## src/rtl/wdog_pkg.sv

```systemverilog
package wdog_pkg;
  timeunit 1ns;
  timeprecision 100ps;

  // word indices (byte offset >> 2)
  localparam int unsigned IDX_COUNT   = 0;
  localparam int unsigned IDX_RELOAD  = 1;
  localparam int unsigned IDX_RESTART = 2;
  localparam int unsigned IDX_CTL     = 3;
  localparam int unsigned IDX_TSTAT   = 4;

  localparam int unsigned CTL_W   = 8;
  localparam int unsigned TSTAT_W = 2;

  // field order matches control bit positions 7..0
  typedef struct packed {
    logic       alt_boot;   // bit 7
    logic [1:0] rst_kind;   // bits 6:5
    logic       tick_sel;   // bit 4
    logic       ext_en;     // bit 3
    logic       irq_en;     // bit 2
    logic       rst_en;     // bit 1
    logic       run;        // bit 0
  } wd_ctl_t;
endpackage

```

## src/rtl/wdog_counter.sv

```systemverilog
module wdog_counter #(
  parameter int unsigned CNT_W      = 32,
  parameter logic [CNT_W-1:0] CNT_RST = 32'h03EF1480
) (
  input  logic             clk,
  input  logic             rst,
  input  logic             run,
  input  logic             tick_sel,
  input  logic             tick,
  input  logic             restart,
  input  logic [CNT_W-1:0] reload,
  output logic [CNT_W-1:0] count,
  output logic             expire
);
  timeunit 1ns;
  timeprecision 100ps;

  logic step;
  logic at_zero;

  assign step    = run && (tick_sel ? tick : 1'b1);
  assign at_zero = (count == '0);
  assign expire  = step && at_zero && !restart;

  always_ff @(posedge clk) begin
    if (rst)          count <= CNT_RST;
    else if (restart) count <= reload;
    else if (step)    count <= at_zero ? reload : count - CNT_W'(1);
  end

  // no step and no restart leaves the count untouched
  a_r4_hold: assert property (@(posedge clk) disable iff (rst)
    (!step && !restart) |=> $stable(count));

  // a step from a non-zero count lowers it by one
  a_r5_decrement: assert property (@(posedge clk) disable iff (rst)
    (step && !restart && count != '0) |=> (count == $past(count) - CNT_W'(1)));

  // a keyed restart always lands the reload value
  a_r9_restart_wins: assert property (@(posedge clk) disable iff (rst)
    restart |=> (count == $past(reload)));
endmodule

```

## src/rtl/wdog_events.sv

```systemverilog
module wdog_events (
  input  logic       clk,
  input  logic       rst,
  input  logic       expire,
  input  logic       irq_en,
  input  logic       rst_en,
  input  logic       ext_en,
  input  logic [1:0] kind_sel,
  output logic       irq,
  output logic       reset_req,
  output logic [1:0] reset_kind,
  output logic       ext_trig
);
  timeunit 1ns;
  timeprecision 100ps;

  always_ff @(posedge clk) begin
    if (rst) begin
      irq        <= 1'b0;
      reset_req  <= 1'b0;
      ext_trig   <= 1'b0;
      reset_kind <= 2'b00;
    end else begin
      irq       <= expire && irq_en;
      reset_req <= expire && rst_en;
      ext_trig  <= expire && ext_en;
      if (expire) reset_kind <= kind_sel;
    end
  end

  // each pulse only follows an enabled expiry
  a_r6_reset_gated: assert property (@(posedge clk) disable iff (rst)
    reset_req |-> ($past(expire) && $past(rst_en)));

  a_r6_ext_gated: assert property (@(posedge clk) disable iff (rst)
    ext_trig |-> ($past(expire) && $past(ext_en)));

  // the kind only moves on an expiry
  a_r7_kind_held: assert property (@(posedge clk) disable iff (rst)
    !expire |=> $stable(reset_kind));
endmodule

```

## src/rtl/wdog_regs.sv

```systemverilog
module wdog_regs
  import wdog_pkg::*;
#(
  parameter int unsigned ADDR_W   = 5,
  parameter int unsigned DATA_W   = 32,
  parameter int unsigned CNT_W    = 32,
  parameter logic [CNT_W-1:0] RELOAD_RST = 32'h03EF1480,
  parameter logic [DATA_W-1:0] KEY = 32'h0000_4755
) (
  input  logic              clk,
  input  logic              rst,
  input  logic [ADDR_W-1:0] addr,
  input  logic              we,
  input  logic [DATA_W-1:0] wdata,
  input  logic [CNT_W-1:0]  count,
  input  logic              expire,
  output logic [DATA_W-1:0] rdata,
  output wd_ctl_t           ctl,
  output logic [CNT_W-1:0]  reload,
  output logic              restart,
  output logic [TSTAT_W-1:0] tstat
);
  timeunit 1ns;
  timeprecision 100ps;

  localparam int unsigned IDX_W = ADDR_W - 2;

  logic [IDX_W-1:0] idx;
  logic             aligned;
  logic sel_count, sel_reload, sel_restart, sel_ctl, sel_tstat;
  logic [TSTAT_W-1:0] ts_clr, ts_set;

  assign idx         = addr[ADDR_W-1:2];
  assign aligned     = (addr[1:0] == 2'b00);
  assign sel_count   = aligned && (idx == IDX_W'(IDX_COUNT));
  assign sel_reload  = aligned && (idx == IDX_W'(IDX_RELOAD));
  assign sel_restart = aligned && (idx == IDX_W'(IDX_RESTART));
  assign sel_ctl     = aligned && (idx == IDX_W'(IDX_CTL));
  assign sel_tstat   = aligned && (idx == IDX_W'(IDX_TSTAT));

  assign restart = we && sel_restart && (wdata == KEY);
  assign ts_clr  = (we && sel_tstat) ? wdata[TSTAT_W-1:0] : '0;
  assign ts_set  = {expire && ctl.alt_boot, expire};

  always_ff @(posedge clk) begin
    if (rst) begin
      ctl    <= '0;
      reload <= RELOAD_RST;
      tstat  <= '0;
    end else begin
      if (we && sel_ctl)    ctl    <= wd_ctl_t'(wdata[CTL_W-1:0]);
      if (we && sel_reload) reload <= wdata[CNT_W-1:0];
      tstat <= (tstat & ~ts_clr) | ts_set;
    end
  end

  always_ff @(posedge clk) begin
    if (rst) rdata <= '0;
    else begin
      rdata <= '0;
      if (sel_count)  rdata <= DATA_W'(count);
      if (sel_reload) rdata <= DATA_W'(reload);
      if (sel_ctl)    rdata <= DATA_W'(ctl);
      if (sel_tstat)  rdata <= DATA_W'(tstat);
    end
  end

  // the secondary-boot flag only rises for an expiry under alt boot
  a_r8_alt_flag: assert property (@(posedge clk) disable iff (rst)
    $rose(tstat[1]) |-> ($past(expire) && $past(ctl.alt_boot)));

  // an expiry always leaves status bit 0 set
  a_r8_any_flag: assert property (@(posedge clk) disable iff (rst)
    expire |=> tstat[0]);
endmodule

```

## src/rtl/wdog_keyed.sv

```systemverilog
module wdog_keyed
  import wdog_pkg::*;
#(
  parameter int unsigned ADDR_W = 5,
  parameter int unsigned DATA_W = 32,
  parameter int unsigned CNT_W  = 32,
  parameter logic [CNT_W-1:0]  RELOAD_RST = 32'h03EF1480,
  parameter logic [DATA_W-1:0] KEY        = 32'h0000_4755
) (
  input  logic              clk,
  input  logic              rst,
  input  logic              tick_1us,
  input  logic [ADDR_W-1:0] bus_addr,
  input  logic              bus_we,
  input  logic [DATA_W-1:0] bus_wdata,
  output logic [DATA_W-1:0] bus_rdata,
  output logic              wd_irq,
  output logic              wd_reset_req,
  output logic [1:0]        wd_reset_kind,
  output logic              wd_ext_trig
);
  timeunit 1ns;
  timeprecision 100ps;

  wd_ctl_t            ctl;
  logic [CNT_W-1:0]   reload;
  logic [CNT_W-1:0]   count;
  logic               restart;
  logic               expire;
  logic [TSTAT_W-1:0] tstat;

  wdog_regs #(
    .ADDR_W(ADDR_W), .DATA_W(DATA_W), .CNT_W(CNT_W),
    .RELOAD_RST(RELOAD_RST), .KEY(KEY)
  ) u_regs (
    .clk(clk), .rst(rst), .addr(bus_addr), .we(bus_we), .wdata(bus_wdata),
    .count(count), .expire(expire), .rdata(bus_rdata), .ctl(ctl),
    .reload(reload), .restart(restart), .tstat(tstat)
  );

  wdog_counter #(.CNT_W(CNT_W), .CNT_RST(RELOAD_RST)) u_cnt (
    .clk(clk), .rst(rst), .run(ctl.run), .tick_sel(ctl.tick_sel),
    .tick(tick_1us), .restart(restart), .reload(reload),
    .count(count), .expire(expire)
  );

  wdog_events u_evt (
    .clk(clk), .rst(rst), .expire(expire),
    .irq_en(ctl.irq_en), .rst_en(ctl.rst_en), .ext_en(ctl.ext_en),
    .kind_sel(ctl.rst_kind), .irq(wd_irq), .reset_req(wd_reset_req),
    .reset_kind(wd_reset_kind), .ext_trig(wd_ext_trig)
  );

  // an interrupt pulse always coincides with a recorded expiry
  a_r6_irq_recorded: assert property (@(posedge clk) disable iff (rst)
    wd_irq |-> tstat[0]);

  // an expiry never leaves the counter at a value other than the reload
  a_r5_expiry_reload: assert property (@(posedge clk) disable iff (rst)
    expire |=> (count == $past(reload)));
endmodule

```

## config.mk

```make
export PLATFORM = sky130hd
export DESIGN_NAME = wdog_keyed
export DESIGN_NICKNAME = d
export VERILOG_FILES = /design/src/rtl/wdog_pkg.sv /design/src/rtl/wdog_counter.sv /design/src/rtl/wdog_events.sv /design/src/rtl/wdog_regs.sv /design/src/rtl/wdog_keyed.sv
export SDC_FILE = /design/constraint.sdc
export NUM_CORES = 1
export LEC_CHECK = 0
export CAP_MARGIN = 20
export CORE_ASPECT_RATIO = 0.7
export CORE_UTILIZATION = 49
export CTS_CLUSTER_SIZE = 28
export DETAILED_ROUTE_END_ITERATION = 12
export HOLD_SLACK_MARGIN = 0.03
export PLACE_DENSITY_LB_ADDON = 0.15
export SLEW_MARGIN = 20
export SYNTH_ARGS = -nofsm -noshare
export SYNTH_HDL_FRONTEND = slang
export SYNTH_HIERARCHICAL = 1
export SYNTH_SLANG_ARGS = --single-unit
```

## constraint.sdc

```tcl
create_clock -name clk -period 2.6 [get_ports clk]
set_input_delay 0.39 -clock clk [delete_from_list [all_inputs] [get_ports clk]]
set_output_delay 0.39 -clock clk [all_outputs]
set_load 0.01 [all_outputs]
```

Word level (Yosys, flattened, before mapping):

Cells that the tools add are included.

* multiply operators: 0
* mux-type cells: 9
* divide/modulo/power cells: 0
* eq/ne operators: 5
* bitwise operators: 3
* order comparisons: 0
* shift operators: 0
* $add $sub $neg: 1
* reduce and logical (&&, ||, !) cells: 24

Operators by type and width (count)
* $mux W32: 5
* $eq A32 B15 Y1 const B: 1
* $logic_not A32 Y1: 1
* $sub A32 B1 Y32 const B: 1
* $logic_and A1 B1 Y1: 17
* $mux W8: 1
* $eq A3 B2 Y1 const B: 2
* $mux W2: 2
* $eq A3 B1 Y1 const B: 1
* $eq A3 B3 Y1 const B: 1
* $logic_not A3 Y1: 1
* $reduce_or A3 Y1: 1
* $and A2 B2 Y2: 1
* $logic_not A2 Y1: 1
* $not A2 Y2: 1
* $or A2 B2 Y2: 1
* $reduce_bool A2 Y1: 1
* $reduce_or A2 Y1: 1
* $logic_not A1 Y1: 1
* $mux W1: 1

* word-level logic and storage cells: 59
* memory bits (read-only): 0
* memory bits (writable): 0
* latch bits: 0
* input bits: 41
* memories kept: 0
* flip-flop bits (word level): 111

Longest topological paths before layout:

* word-level depth: 8
* mapped depth: 10

Modules after synthesis:

Netlist, hierarchy kept.

By module, submodules not included
* wdog_regs: seq. area each 1481.4 um2, cells each 319, instances 1, area each 3088.0 um2
* wdog_counter: seq. area each 640.6 um2, cells each 283, instances 1, area each 2172.1 um2
* wdog_events: seq. area each 100.1 um2, cells each 13, instances 1, area each 160.2 um2

Worst setup path before layout:

OpenSTA, ideal clock, no wires.

* kind: input-to-reg
* from: in bus_wdata[17]
* to: reg u_evt.ext_trig
* arrival: 2666 ps
* library setup time: 115 ps
* path slack: -181 ps
* stages: 7
* path buffers: 2
* path through: or4b_2 nor4_1 clkbuf_1 buf_1 nor3_1 nor2b_4 and2_1

* longest elaborated chain between the ends: 5

RTL lines
* from (decl): RTL line wdog_keyed.sv:15 `input logic [DATA_W-1:0] bus_wdata,`
* $eq A32 B15 Y1: RTL line wdog_regs.sv:41 `assign restart = we && sel_restart && (wdata == KEY);`
* $logic_and A1 B1 Y1: RTL line wdog_regs.sv:41
* via restart: RTL line wdog_keyed.sv:28 `logic restart;`
* $logic_not A1 Y1: RTL line wdog_counter.sv:23 `assign expire = step && at_zero && !restart;`
* $logic_and A1 B1 Y1: RTL line wdog_counter.sv:23
* via expire: RTL line wdog_keyed.sv:29 `logic expire;`
* $logic_and A1 B1 Y1: RTL line wdog_events.sv:26 `ext_trig <= expire && ext_en;`
* to (signal assigned): RTL line wdog_events.sv:26
* to (decl): RTL line wdog_events.sv:12 `output logic ext_trig`

The timed path passes the listed nets, and every way through them passes these cells.
A chain may end at the register's enable or synchronous reset.

Worst setup path in the final report:

* from: reg u_cnt.count[8]
* to: reg u_cnt.count[14]

* longest elaborated chain between the ends: 4
* elaborated cells between the ends (all ways): 5

RTL lines
* from (decl): RTL line wdog_counter.sv:12 `output logic [CNT_W-1:0] count,`
* from (signal assigned): RTL line wdog_counter.sv:27 `else if (restart) count <= reload;`
* from (signal assigned): RTL line wdog_counter.sv:28 `else if (step) count <= at_zero ? reload : count - CNT_W'(1);`
* $sub A32 B1 Y32 or $logic_not A32 Y1 (tied branches): RTL line wdog_counter.sv:28, wdog_counter.sv:22
* $mux W32 (*) (2 in series): RTL line wdog_counter.sv:28
* $mux W32 (*): RTL line wdog_counter.sv:27

Every way passes the cells marked *; elsewhere a longest branch is shown, timed or not. The select of a mux whose other input is x is not followed.

==> results by group <==
Global routing
  – Initial antenna violation count: 0
  – First-pass GRT wire length: 28.8 mm
  – Grt ovf: 0
  – Vias in the first global route: 5391
  – Largest net degree at the start of global routing: 40
  – GR Util All Layers: 32.3%

Final layout
  – Share of post-route cells with drive strength above 1: 21.8%
  – Finished Cell Area: 7520 µm²
  – Antenna diode count: 0
  – P&R area growth vs syn: 38.8%
  – Fin nets: 819

Critical path
  – Most common cell on crit path: nand2_1
  – Critical path arrival: 2820 ps
  – Delay of the slowest critical-path stage: 490 ps
  – CP Class: register to register
  – Slowest CP cell: nor4_1
  – Crit. End Element: register
  – CP Data Required Time: 2900 ps
  – CP Cell Sequence: buf_4 -> nor4_1 -> nand2_1 -> nor2_1 -> nand2_1 -> o311ai_0 -> a22o_1
  – Crit path max fanout: 6
  – Startpoint Class: register

Power
  – Leakage: 3.01 nW
  – Gate power share: 9.6%
  – Sequential power share: 49.3%
  – P_sw: 0.849 mW
  – Worst VDD drop: 0.370 mV
  – PwrDens: 468 nW/µm²
  – Part of the power in the clock network: 41.1%
  – Sw Share: 24.1%
  – Internal power: 2.67 mW

CTS
  – Hold_buf cts: 0
  – CTS Root Cell: clkbuf_16
  – Num CTS Buffers: 9
  – CTS tree: yes
  – Worst-case clock buffer depth: 2
  – Skew-Pair Late Insertion Delay: 360 ps
  – H-tree levels: 3
  – TritonCTS Sinks: 111
  – Clk pin slew, worst setup/hold paths: 70 ps

Logic synthesis
  – Register area share after synthesis: 41.0%
  – Area leader, netlist: dfxtp_1
  – Async set or reset register ratio after synthesis: 0%
  – Synth Flop Type: dfxtp_1
  – Area share of the largest cell type after synthesis: 41.0%
  – Post-synth EDFFs: 0
  – Synth Instances: 615
  – Post-synth net total: 658
  – Area contributors post-synth: dfxtp_1 41%, mux2i_1 7.8%, nor2_1 3.5%
  – Yosys cell types: 66
  – Yosys warnings: 6
  – Mean Syn Cell Area: 8.81 µm²
  – Netlist Area Pre-Place: 5420 µm²
  – Synth Register Bits: 111

STA
  – Slew Viols, Final: 0
  – Minimum clock period: 2520 ps
  – Fin. Hold Viols: 0
  – Max transition margin: 49.9%
  – Fin worst setup slack: 76.0 ps
  – Maximum clock rate: 396 MHz
  – Final worst path period share: 97.1%
  – Clock Skew: 8.86 ps
  – Worst Max-Slew Pin Slew: 751 ps
  – Final-report setup violation count: 0

Floorplan
  – Initial Util: 51.4%
  – Die area: 11500 µm²
  – Chip width: 128 µm
  – Ports: 78
  – Die Height: 90.0 µm
  – Rows: 31
  – Core area: 10600 µm²

Routing
  – Pre-antenna DRT Iters: 5
  – Post-route DRC: 0
  – Routed WL per cell: 19.5 µm
  – Vias after detailed routing: 5638
  – Iter 0 DRT Violations: 623
  – Final WL: 18.1 mm
  – Vias/cell: 6.07
  – Detail Route Antenna Nets: 0

Placed design
  – Post-place setup slack: -542 ps
  – Post-place instance area: 7030 µm²
  – GPL Wtd Cong: 0.921
  – Post-DP HPWL: 13.2 mm
  – Port Buffers: 77

Run status
  – Status: finished, final reports clean

Hold path
  – Worst Hold Class: input port to register

Flow run
  – Max cap viols: 0
[through the flow]
step | std cells | utilization [%] | TNS, ps | total power, mW | hold slack [ps]
floorplan | 615 | - | 0 | 1.92 | 442
global placement | 912 | 66.7 | -14510 | 2.09 | 467
detailed placement | 912 | 66.7 | -15660 | 2.10 | 472
CTS | 928 | 69.8 | 0 | 3.53 | 484
global route | 929 | 71.3 | -1.07 | 3.62 | 369
finish | 929 | 71.3 | 0 | 3.52 | 375
[what timing repair did]
action / 4_1_cts / 5_1_grt
pin swaps: 1 / 11
gates resized for setup: 4 / 41
setup buffers: 0 / 2
endpoints found under the setup margin: 39 / 35
[power by group through the flow]
stage | clock (mW) | combinational (mW) | sequential [mW]
final | 1.45 | 0.338 | 1.74
after global routing | 1.53 | 0.359 | 1.74
after CTS | 1.46 | 0.329 | 1.74
after detailed placement | 0 | 0.323 | 1.78
after global placement | 0 | 0.318 | 1.77
after floorplan | 0 | 0.142 | 1.78
[synth_stat cells, drive strengths merged, types with 4 or more instances]
cell type	instances
clkbuf	22
buf	20
inv	9
o21ai	41
o311ai	4
o21a	4
a221oi	7
a21oi	36
or3	13
and2	11
a211o	13
a31oi	5
nand4	7
nor4b	9
nand3	32
nor3	22
a21o	6
o2bb2ai	9
and3	15
or4	8
nand2	26
nor2	51
mux2i	42
dfxtp	111
nand2b	24
nor4	19
[flip-flops by register name, summed over array words and instances (netlist names)]
register / cells
u_cnt/count: 32
u_evt/ext_trig: 1
u_evt/irq: 1
u_evt/reset_kind: 2
u_evt/reset_req: 1
u_regs/ctl: 8
u_regs/rdata: 32
u_regs/reload: 32
u_regs/tstat: 2
[placed cells by master, fill, tap and decap left out, types with 4 or more instances in the layout]
cell type        instances
o21ai_0                 35
clkbuf_16                9
mux2i_1                 42
buf_4                  111
o311ai_0                 4
nand4_1                  7
nand2_1                 23
or3_1                   12
o2bb2ai_1                9
a211o_1                 13
a221oi_1                 6
o21ai_1                  5
dlymetal6s2s_1          16
and3_1                  15
nor4_2                   6
nand2b_1                24
nor4_1                  12
clkdlybuf4s50_1         59
a31oi_1                  5
a21o_1                   6
and2_1                  11
nor2_1                  51
a21oi_1                 35
nor3_1                  19
inv_1                    8
nor4b_2                  4
or4_1                    5
dfxtp_1                111
o21a_1                   4
nand3_1                 32
[critical path, delay by kind of cell, from the launching register on]
family,cells,cell delay [ps]
simple gates,4,1380
compound gates,2,630
flops,1,310
buf+inv,1,150
[cells by family (layout without fill, tap and decap cells)]
group           Yosys count  after routing  synth area share (%)
mux                      43             43                  7.96
compound gates          153            153                  18.8
xor+xnor                  2              2                 0.323
simple gates            253            253                  26.8
buf+inv                  51            217                  4.64
flops                   111            111                  41.0
fa+ha+maj                 2              2                 0.462
[path summary, 6_finish.rpt]
kind	from	to	slack [ps]	depth (start not counted)
worst max register to register	u_cnt/count[8]	u_cnt/count[14]	80	7
worst max-delay path	u_cnt/count[8]	u_cnt/count[14]	80	7
worst min-delay path	bus_wdata[8]	u_regs/reload[8]	380	3
worst min register to register	u_regs/reload[9]	u_cnt/count[9]	480	1
[cell type report]
class                      count  area, µm²
timing repair buffer         192       1690
fill                         843       3030
multi-input combinational    453       3080
tap                          148        185
clock buffer                  11        243
clock inverter                 5       63.8
inverter                       9       37.5
sequential                   111       2220
[per-layer routing]
layer  up-vias  share of wire (%)  track usage (%)
li1       2613                  -                -
met1      2717                 45             45.5
met2       268                 44             49.2
met3        40                8.7             6.61
met4         0                2.5             10.7
met5         -                  0                0
(Power assumes the default switching activity.)
